$ cat src/rtl/chan_seq_fifo.sv
module chan_seq_fifo #(
  parameter int DW = 16
) (
  input  logic          clk,
  input  logic          rst_n,
  input  logic [15:0]   seq_cfg,
  input  logic          fifo_en,
  input  logic          conv_start,
  input  logic          conv_done,
  input  logic [DW-1:0] res_a,
  input  logic [DW-1:0] res_b,
  input  logic          rd_req,
  output logic          conv_go,
  output logic [1:0]    chan_code,
  output logic [15:0]   seq_rb,
  output logic          busy,
  output logic          rd_valid,
  output logic [DW-1:0] rd_data,
  output logic          rd_err
);
  localparam int SLOTS = 4;
  localparam int DMAX  = 4;
  localparam int ENT   = SLOTS * DMAX;
  localparam int AW    = $clog2(ENT);
  localparam int CW    = $clog2(ENT + 1);
  localparam int IW    = AW + 1;

  logic [1:0]    mode, sl, fd, len_m1, pos;
  logic [2:0]    dep;
  logic [CW-1:0] cap, cnt;
  logic          seq_en, last, done_ok, acc, rd_ok, busy_int;
  logic          go_r, cv, pend, run, en_q, rd_act, rd_err_r;
  logic [IW-1:0] rd_idx, rd_last;
  logic [DW-1:0] fa [ENT];
  logic [DW-1:0] fb [ENT];

  assign mode   = seq_cfg[15:14];
  assign sl     = seq_cfg[13:12];
  assign fd     = seq_cfg[1:0];
  assign seq_en = |sl;
  assign len_m1 = seq_en ? sl : 2'd0;
  assign dep    = fifo_en ? 3'(fd) + 3'd1 : 3'd1;
  assign cap    = CW'((int'(len_m1) + 1) * int'(dep));
  assign last   = pos >= len_m1;

  assign busy_int = cv | go_r | pend | run;
  assign done_ok  = conv_done & cv;
  assign acc      = conv_start & ~busy_int & ~rd_act & ~rd_req;
  assign rd_ok    = rd_req & ~busy_int & ~rd_act & (pos == 2'd0);

  assign conv_go  = go_r;
  assign busy     = cv | go_r | ((mode == 2'b11) & (run | pend));
  assign seq_rb   = (seq_cfg & 16'hFFF3) | {12'd0, pos, 2'd0};
  assign rd_valid = rd_act;
  assign rd_err   = rd_err_r;
  assign rd_data  = rd_act ? (rd_idx[0] ? fb[rd_idx[IW-1:1]] : fa[rd_idx[IW-1:1]]) : '0;

  always_comb begin
    case (pos)
      2'd0:    chan_code = seq_cfg[11:10];
      2'd1:    chan_code = seq_cfg[9:8];
      2'd2:    chan_code = seq_cfg[7:6];
      default: chan_code = seq_cfg[5:4];
    endcase
  end

  always_ff @(posedge clk) begin
    if (!rst_n) begin
      go_r <= 1'b0; cv <= 1'b0; pend <= 1'b0; run <= 1'b0;
      en_q <= 1'b0; pos <= 2'd0; rd_err_r <= 1'b0;
      rd_act <= 1'b0; rd_idx <= '0; rd_last <= '0;
    end else begin
      go_r     <= acc | pend;
      pend     <= done_ok & mode[1] & ~last;
      rd_err_r <= rd_req & ~rd_ok;
      en_q     <= seq_en;
      if (go_r) cv <= 1'b1;
      else if (done_ok) cv <= 1'b0;
      if (acc && mode[1]) run <= 1'b1;
      else if (done_ok && last) run <= 1'b0;
      if (!seq_en) pos <= 2'd0;
      else if (done_ok) pos <= last ? 2'd0 : pos + 2'd1;
      if (rd_ok) begin
        rd_act  <= 1'b1;
        rd_idx  <= '0;
        rd_last <= IW'({cap, 1'b0} - 1);
      end else if (rd_act) begin
        if (rd_idx == rd_last) rd_act <= 1'b0;
        else rd_idx <= rd_idx + 1'b1;
      end
    end
  end

  always_ff @(posedge clk) begin
    if (!rst_n || (seq_en && !en_q)) begin
      cnt <= '0;
      for (int i = 0; i < ENT; i++) begin
        fa[i] <= '0;
        fb[i] <= '0;
      end
    end else if (done_ok) begin
      if (cnt < cap) begin
        fa[AW'(cnt)] <= res_a;
        fb[AW'(cnt)] <= res_b;
        cnt <= cnt + 1'b1;
      end else begin
        for (int i = 0; i < ENT - 1; i++) begin
          if (i < int'(cap) - 1) begin
            fa[i] <= fa[i+1];
            fb[i] <= fb[i+1];
          end
        end
        fa[AW'(cap - 1'b1)] <= res_a;
        fb[AW'(cap - 1'b1)] <= res_b;
        cnt <= cap;
      end
    end
  end


  busy_rise_chk: assert property (@(posedge clk) disable iff (!rst_n)
    $rose(busy) |-> ($past(conv_start) || $past(conv_done, 2)));


  busy_fall_chk: assert property (@(posedge clk) disable iff (!rst_n)
    $fell(busy) |-> $past(conv_done));


  go_pulse_chk: assert property (@(posedge clk) disable iff (!rst_n)
    conv_go |=> !conv_go);


  pos_hold_chk: assert property (@(posedge clk) disable iff (!rst_n)
    (!conv_done && seq_en) |=> $stable(seq_rb[3:2]));


  burst_idle_chk: assert property (@(posedge clk) disable iff (!rst_n)
    rd_valid |-> !busy);


  burst_src_chk: assert property (@(posedge clk) disable iff (!rst_n)
    $rose(rd_valid) |-> $past(rd_req));
endmodule

$ cat config.mk
export PLATFORM = sky130hd
export DESIGN_NAME = chan_seq_fifo
export DESIGN_NICKNAME = d
export VERILOG_FILES = /design/src/rtl/chan_seq_fifo.sv
export SDC_FILE = /design/constraint.sdc
export NUM_CORES = 1
export LEC_CHECK = 0
export ABC_CLOCK_PERIOD_IN_PS = 23000
export BUFFER_PORTS_ARGS = -buffer_cell sky130_fd_sc_hd__buf_4
export CORE_MARGIN = 2
export CORE_UTILIZATION = 49
export DETAILED_ROUTE_END_ITERATION = 8
export GPL_TIMING_DRIVEN = 1
export HOLD_SLACK_MARGIN = 0.12
export PLACE_DENSITY = 0.65
export RECOVER_POWER = 25
export SYNTH_ARGS = -nofsm -noshare
export SYNTH_HDL_FRONTEND = slang
export SYNTH_SLANG_ARGS = --single-unit
export TNS_END_PERCENT = 50
$ cat constraint.sdc
create_clock -name clk -period 23 [get_ports clk]
set_input_delay 2.3 -clock clk [delete_from_list [all_inputs] [get_ports clk]]
set_output_delay 2.3 -clock clk [all_outputs]
set_load 0.005 [all_outputs]
* Word level (Yosys, flattened, before mapping)
Memory sizes are Yosys's and may differ from the RTL's. A register that Yosys moved wholly into a read port is not among the register bits. Index checks and enable logic that the tools add are counted.
Storage, ports and cells: register bits 24, latch bits 0, RAM bits 512, ROM bits 0, input port bits 54, output and inout port bits 38, word-level logic and storage cells 260, memories 2
Cells by class: $add $sub $neg 8, $mul 1, divide/modulo/power cells 0, $lt $le $gt $ge 17, equal/unequal tests 4, shift operators 0, multiplexer cells 145, bitwise operators 55, reduce and logical (&&, ||, !) cells 17
Memories:
- fa | words 16, width 16, rd ports 16, clocked after memory_dff 1, write ports 16, RTL line 34 | logic [DW-1:0] fa [ENT];
- fb | words 16, width 16, rd ports 16, clocked after memory_dff 1, write ports 16, RTL line 35 | logic [DW-1:0] fb [ENT];
Operators by type and width (count):
- 16-bit 2-to-1 mux | 36
- 1-bit 2-to-1 mux | 96
- 16-bit OR reduction | 4
- 5-bit by 6-bit < comparator with 1-bit output, first input constant | 7
- 1-bit OR | 36
- 4-bit 2-to-1 mux | 8
- 4-bit by 6-bit < comparator with 1-bit output, first input constant | 4
- 16-bit by 4-bit OR with 16-bit output | 1
- 3-bit by 6-bit < comparator with 1-bit output, first input constant | 2
- 1-bit AND | 11
- 5-bit by 1-bit adder with 5-bit output, second input constant | 2
- 1-bit NOT | 7
- 2-bit by 1-bit adder with 3-bit output, second input constant | 2
- 1-bit by 6-bit < comparator with 1-bit output, first input constant | 1
- 2-bit by 6-bit < comparator with 1-bit output, first input constant | 1
- 2-bit one-hot mux with 3 select lines | 1
- 5-bit by 1-bit subtractor with 6-bit output, second input constant | 1
- 5-bit equality test | 1
- 5-bit < comparator | 1
- 3-bit by 3-bit multiplier with 5-bit output | 1
- 5-bit 2-to-1 mux | 1
- 5-bit by 1-bit subtractor with 5-bit output, second input constant | 1
- 2-bit equality test, second input constant | 2
- 2-bit 2-to-1 mux | 2
- other kinds (12) | 18

* Depth between registers and ports, before layout
Gate-level depths: netlist (run 1).
depth after elaboration 13, mapped depth 21, mapped depth without buffers 17

* Least setup slack after synthesis (run 1)
No wires, ideal clock.
path kind input to register, start point input port seq_cfg[12], end point memory fa[10][0], enable pin, library setup time 0.533 ns, data arrival time 9.892 ns, data required time 22.467 ns, path slack 12.575 ns, cell stages on the path 19, buffers on the path 3, path through inv_1 ha_1 nand2b_1 buf_6 and3_1 fa_1 ha_1 fa_1 xor2_1 xnor2_1 inv_2 buf_2 ha_1 o2111ai_1 a31o_4 nand2_1 buf_2 nand2_1 o311ai_0
RTL lines:
- start, declared | RTL line 6 | input logic [15:0] seq_cfg,
- end, declared | RTL line 34

==> results of run 1 <==
==> cell type report <==
cell class	count	area, sq um
timing repair buffer	139	1010
multi-input combinational	1380	11800
antenna	2	5.00
fill	4853	26200
tap	765	957
clock inverter	16	104
sequential	540	15600
inverter	78	293
clock buffer	92	1720
==> cells in the final DEF, fill, tap and decap left out, drive strengths merged, types with 6 or more instances in the layout <==
cell      n
edfxtp  480
a22o    224
nand2   223
o21ai   157
clkbuf  140
mux4    128
nand3   108
mux2i   102
buf      91
inv      79
mux2     64
dfxtp    60
and2     39
o31ai    34
a22oi    33
o22ai    33
nor2     31
and3     26
ha       20
a21oi    16
clkinv   14
nor3     13
nor2b    11
nand2b    9
o211ai    9
or3       9
xor2      7
xnor2     7
a31oi     7
o21a      7
o211a     6
or2       6
==> critical path: cells and delay by family (launching register included) <==
family	cells	cell delay, ns
flops	1	0.33
simple gates	1	0.29
buf+inv	2	6.98
compound gates	1	0.56
mux	2	1.64
==> sequential cells by signal, indices dropped and copies added, names as in the netlist, named ones only <==
| signal | count |
|---|---|
| conv_go | 1 |
| run | 1 |
| fa | 256 |
| pos | 2 |
| rd_valid | 1 |
| rd_last | 5 |
| pend | 1 |
| fb | 256 |
| cnt | 5 |
| rd_err | 1 |
| rd_idx | 5 |
| en_q | 1 |
| cv | 1 |
==> final timing paths <==
check,start,end
worst max-delay path,register,rd_data[9]
worst min-delay path,rd_last[0],rd_last[0]
worst max register to register,cnt[2],fb[15][5]
worst min register to register,rd_last[0],rd_last[0]
==> cell usage after synthesis (all sizes together), types with 16 or more instances <==
cell type / count
o22ai: 33
and2: 39
o21ai: 157
mux2i: 102
a22oi: 33
inv: 77
ha: 20
edfxtp: 480
nand2: 223
nor2: 31
buf: 121
mux2: 64
clkbuf: 115
a22o: 224
nand3: 108
dfxtp: 60
a21oi: 16
o31ai: 34
and3: 26
mux4: 128
==> metal layers <==
metal | share of wire (%) | vias up
li1 | - | 8621
met1 | 39 | 10400
met2 | 46 | 1375
met3 | 12 | 211
met4 | 3.2 | 0
met5 | 0 | -
==> per-stage QoR <==
stage / worst slack, ns / total power, W / instance area [sq um]
detailed placement: 14.04 / 0.00138 / 29700
CTS: 14.67 / 0.00228 / 31600
global route: 9.88 / 0.00234 / 31500
finish: 10.14 / 0.00228 / 31500
global placement: 14.09 / 0.00137 / 29700
floorplan: 12.57 / 0.00129 / 28600
==> logic make-up after synthesis <==
group	synth area share [%]
buf+inv	4.91
mux	16.2
simple gates	8.11
fa+ha+maj	1.02
xor+xnor	0.429
compound gates	14.7
flops	54.7
==> power by group <==
group | switching (W) | internal [W] | total [W]
clock | 0.000393 | 0.000521 | 0.000913
sequential | 0.0000324 | 0.00113 | 0.00116
combinational | 0.000139 | 0.0000677 | 0.000207
==> metrics.md, run 1 <==
| Metric | Value |
|---|---|
| Outcome | `finished, violations left` |
| Violated checks | `capacitance limit, slew limit` |
| Ys flop type | `edfxtp_1` |
| Relative slew slack | `-562%` |
| Synth top area cells | `edfxtp_1 (50%), mux4_2 (10%), a22o_1 (6.9%)` |
| CP max stage cell | `clkbuf_1` |
| Met3 Usage GRT | `7.41%` |
| Grt peak-use layer | `met2` |
| Mean area per synthesized cell | `12.8 sq um` |
| Syn-to-layout area delta | `10.2%` |
| TritonCTS clock tree | `yes` |
| Num rows | `88` |
| CTS Hold Bufs | `0` |
| Vias in the first global route | `20600` |
| Initial Util | `49.5%` |
| Ports | `92` |
| Critical Path Sink Type | `output pin` |
| Max Slew Vio Count | `389` |
| Gr usage total | `30.3%` |
| Post-CTS repair timing setup buffer count | `0` |
| Clock tree buffer depth | `3` |
| Hold Vio Cnt, Final | `0` |
| Worst min path class | `register to register` |
| Critical Path RT | `20.70 ns` |
| Maximum operating frequency | `0.0778 GHz` |
| Initial antenna violation count | `1` |
| Largest net degree at the start of global routing | `129` |
| Congestion Overflow GR | `0` |
| Post_cts resized | `0` |
| Final WL | `91.4 mm` |
| Crit-path cells | `clkbuf_1 -> mux4_2 -> mux2i_1 -> a22oi_1 -> and3_1 -> clkbuf_4` |
| Cell Area, Synth | `28600 sq um` |
| Fin Hold WS | `0.489 ns` |
| Clk_lat worst skew | `0.63 ns` |
| Final min period | `12.86 ns` |
| NumNets Final | `2272` |
| Post-DP HPWL | `49.0 mm` |
| EDFF count, synth | `480` |
| DRC viols | `0` |
| Port bufs | `89` |
| Share of layout cells above drive strength 1 | `20.1%` |
| CTS sink count | `540` |
| Seq/Total Area, Yosys | `54.7%` |
| CP arrival | `10.56 ns` |
| First-pass detailed-route iteration total | `6` |
| RSZ-0062 raised after global routing | `no` |
| Netlist cell types | `77` |
| Chip height | `245 um` |
| Period Utilization, post-route | `55.9%` |
| Yosys top cell area share | `50.5%` |
| Critical Path Source Type | `register` |
| Post-placement cell count | `2902` |
| Post-DR vias/cell | `6.84` |
| Root Buffer | `clkbuf_16` |
| Endpoints failing setup | `0` |
| Max cap viols | `9` |
| CP Class | `register to output pin` |
| Htree depth | `2` |
| Routed wire per std cell | `30.3 um` |
| Setup TNS | `0 ns` |
| Met2 Use GR | `47.1%` |
| Synth Instances | `2234` |
| Met1 GRT Util | `42.0%` |
| Via count | `20600` |
| R2r setup slk | `16.92 ns` |
| CTS Buf Count | `57` |
| Die width | `245 um` |
| Clk_skew | `0.0132 ns` |
| Asr flop ratio synth | `0%` |
| CP max stage delay | `6.83 ns` |
| Antenna-violating nets left | `0` |
| Pwr/cell area | `72.4 nW/um^2` |
| Mapped Nets | `2310` |
| Final core utilization | `54.5%` |
| Worst vdd ir | `0.0625 mV` |
| Die area | `60200 sq um` |
| Final instance count without filler cells | `3012` |
| Global-route wire length before repair | `135 mm` |
| Cell taking the most area after synthesis | `edfxtp_1` |
| DRT iter0 DRCs | `2753` |
| Crit Path Max Fanout | `128` |
| GPL Wtd Cong | `0.843` |
| Slew @ Worst Pin | `9.93 ns` |
| YS warnings | `0` |
| Reg2reg path depth | `7` |
| Seq cells post-synth | `540` |
| Leak | `11.2 nW` |
| Core area | `57700 sq um` |
| Clock transition at the registers of the reported paths | `0.06 ns` |
| Worst hold stages | `1` |
(Power assumes the default switching activity.)
==> run 2: changes to the inputs <==
--- a/config.mk
+++ b/config.mk
@@ -5,7 +5,7 @@
 export SDC_FILE = /design/constraint.sdc
 export NUM_CORES = 1
 export LEC_CHECK = 0
-export ABC_CLOCK_PERIOD_IN_PS = 23000
+export ABC_CLOCK_PERIOD_IN_PS = 13300
 export BUFFER_PORTS_ARGS = -buffer_cell sky130_fd_sc_hd__buf_4
 export CORE_MARGIN = 2
 export CORE_UTILIZATION = 49
==> constraint.sdc (replaced) <==
create_clock -name clk -period 13.3 [get_ports clk]
set_input_delay 1.33 -clock clk [delete_from_list [all_inputs] [get_ports clk]]
set_output_delay 1.33 -clock clk [all_outputs]
set_load 0.005 [all_outputs]
==> metrics.md, run 2 (synthesized netlist as in run 1, its figures left out) <==
| Metric | Value |
|---|---|
| Core area | `57700 sq um (unchanged)` |
| RSZ-0062 raised after global routing | `no` |
| Pwr/cell area | `125 nW/um^2 (+73%)` |
| Uppermost layer routed | `met4` |
| Ports | `92 (unchanged)` |
| Congestion Overflow GR | `0 (unchanged)` |
| Max Slew Vio Count | `381 (-2.1%)` |
| Critical Path Source Type | `input port` |
| Largest regs | `fa (256), fb (256)` |
| CP arrival | `11.07 ns (+0.51 ns)` |
| CTS sink count | `540 (unchanged)` |
| Crit-path leading delay family | `compound AO/OA/AOI/OAI gates` |
| Power share of the clock group | `40.0% (about the same)` |
| Routed wire per std cell | `29.6 um (-2.5%)` |
| First-pass detailed-route iteration total | `6 (unchanged)` |
| Leak | `11.2 nW (-0.33%)` |
| CP max stage delay | `3.00 ns (-3.83 ns)` |
| Multi-input logic area | `11800 sq um (about the same)` |
| Slew @ Worst Pin | `4.05 ns (-5.88 ns)` |
| TritonCTS clock tree | `yes` |
| Met1 Wirelength | `34.4 mm (-2.9%)` |
| Die area | `60200 sq um (unchanged)` |
| Sequential power share | `51.0% (about the same)` |
| Final WL | `88.9 mm (-2.7%)` |
| Clk_lat worst skew | `0.63 ns (about the same)` |
| Antenna-violating nets left | `0 (unchanged)` |
| Met3 WL | `10.1 mm (-11%)` |
| WL met2 | `41.4 mm (-0.87%)` |
| Ant. Diodes | `0 (-2)` |
| DRT iter0 DRCs | `2762 (+0.33%)` |
| Outcome | `finished, violations left` |
| Endpoints failing setup | `0 (unchanged)` |
| Root Buffer | `clkbuf_16` |
| Syn-to-layout area delta | `9.95%` |
| Post_cts resized | `0 (unchanged)` |
| Critical Path RT | `13.82 ns (-6.88 ns)` |
| Post-DR vias/cell | `6.75 (-1.4%)` |
| Setup TNS | `0 ns (unchanged)` |
| Clock tree buffer depth | `3 (unchanged)` |
| Global-route wire length before repair | `131 mm (-2.9%)` |
| Pint | `0.00295 W (+72%)` |
| Net Switching | `0.000975 W (+73%)` |
| Worst min path class | `register to register` |
| Power, Total | `0.00393 W (+72%)` |
| # fillers | `4836 (-0.35%)` |
| Max cap viols | `10 (+1)` |
| Crit Path Max Fanout | `18 (-86%)` |
| Post-CTS repair timing setup buffer count | `0 (unchanged)` |
| Hold Vio Cnt, Final | `0 (unchanged)` |
| Violated checks | `capacitance limit, slew limit` |
| Most frequent cells in the layout | `edfxtp_1 (480), a22o_1 (224), nand2_1 (221)` |
| CTS Buf Count | `57 (unchanged)` |
| Clock transition at the registers of the reported paths | `0.06 ns (about the same)` |
| Sw frac | `24.8% (+0.073 points)` |
| DRC viols | `0 (unchanged)` |
| Maximum operating frequency | `0.0948 GHz` |
| Post-DP HPWL | `49.4 mm (+0.88%)` |
| Commonest non-fill, non-tap cell in the layout | `edfxtp_1` |
| Clk_skew | `0.0151 ns (+0.00185 ns)` |
| Port bufs | `89 (unchanged)` |
| Largest net degree at the start of global routing | `102 (-21%)` |
| Share of layout cells above drive strength 1 | `19.8% (-0.32 points)` |
| Initial Util | `49.5% (unchanged)` |
| Relative slew slack | `-170% (+390 points)` |
| Num rows | `88 (unchanged)` |
| Period Utilization, post-route | `79.3%` |
| Final min period | `10.55 ns` |
| Chip height | `245 um (unchanged)` |
| Crit-path most repeated cell | `ha_1` |
| Crit-path cells | `clkbuf_1 -> inv_1 -> ha_1 -> nand2b_1 -> and3_1 -> fa_1 -> ha_1 -> fa_1 -> xor2_1 -> xnor2_1 -> inv_1 -> ha_1 -> o2111ai_1 -> a31oi_1 -> o21ai_0 -> o21ai_0 -> buf_4 -> mux2_2` |
| Die width | `245 um (unchanged)` |
| Vias in the first global route | `20200 (-2.2%)` |
| Worst vdd ir | `0.102 mV (+64%)` |
| Htree depth | `2 (unchanged)` |
| NumNets Final | `2268 (-0.18%)` |
| CP max stage cell | `o21ai_0` |
| Register Area | `15600 sq um (about the same)` |
| GPL Wtd Cong | `0.857 (+1.7%)` |
| Initial antenna violation count | `0 (-1)` |
| Via count | `20300 (-1.6%)` |
| CP Class | `input port to register` |
| CTS Hold Bufs | `0 (unchanged)` |
| Buf/Inv on CP | `4 (+2)` |
| Gr usage total | `29.5% (-0.82 points)` |
| Critical Path Sink Type | `register` |
| Logic pwr share | `9.0% (about the same)` |
-- run 2: changes by cell type in the layout (fill, tap and decap cells not counted), moves of 2 or more --
cell / before / now
clkbuf_4: 38 / 33
clkbuf_8: 10 / 13
clkinv_2: 8 / 6
diode_2: 2 / 0
-- run 2: cell type report --
cell class	count	share of cell area (%)
multi-input combinational	1380	37.4
inverter	78	0.932
tap	765	3.05
timing repair buffer	135	3.07
clock buffer	93	5.53
clock inverter	15	0.251
sequential	540	49.7
-- run 2: final timing paths --
path | startpoint | endpoint | slack, ns | cells after the start
max | seq_cfg[12] | fa[15][9] | 2.75 | 18
min | rd_last[0] | rd_last[0] | 0.51 | 1
max reg2reg | cnt[2] | fa[15][9] | 6.98 | 7
min reg2reg | rd_last[0] | rd_last[0] | 0.51 | 1
-- run 2: routing by layer --
metal,GRT usage (%),vias up
met5,0,-
met4,9.96,0
met1,39.8,10200
li1,-,8615
met3,6.72,198
met2,47.3,1295
-- run 2: stage by stage --
step	util (%)	setup slack, ns	std cells	hold slack, ns	instance area (sq um)
2_1_floorplan	-	3.84	2234	0.460	28600
3_5_place_dp	51.5	4.49	2898	0.494	29700
3_3_place_gp	51.5	4.65	2898	0.471	29700
4_1_cts	54.6	5.13	3006	0.508	31500
6_report	54.4	2.75	3006	0.508	31400
5_1_grt	54.4	2.39	3006	0.527	31400
-- run 2: power groups by stage --
| stage | Combinational (W) | Sequential (W) | Clock, W |
|---|---|---|---|
| after floorplan | 0.000219 | 0.00202 | 0 |
| after global placement | 0.000343 | 0.00203 | 0 |
| after detailed placement | 0.000349 | 0.00204 | 0 |
| after CTS | 0.000351 | 0.00200 | 0.00158 |
| after global routing | 0.000375 | 0.00202 | 0.00165 |
| final | 0.000353 | 0.00201 | 0.00157 |
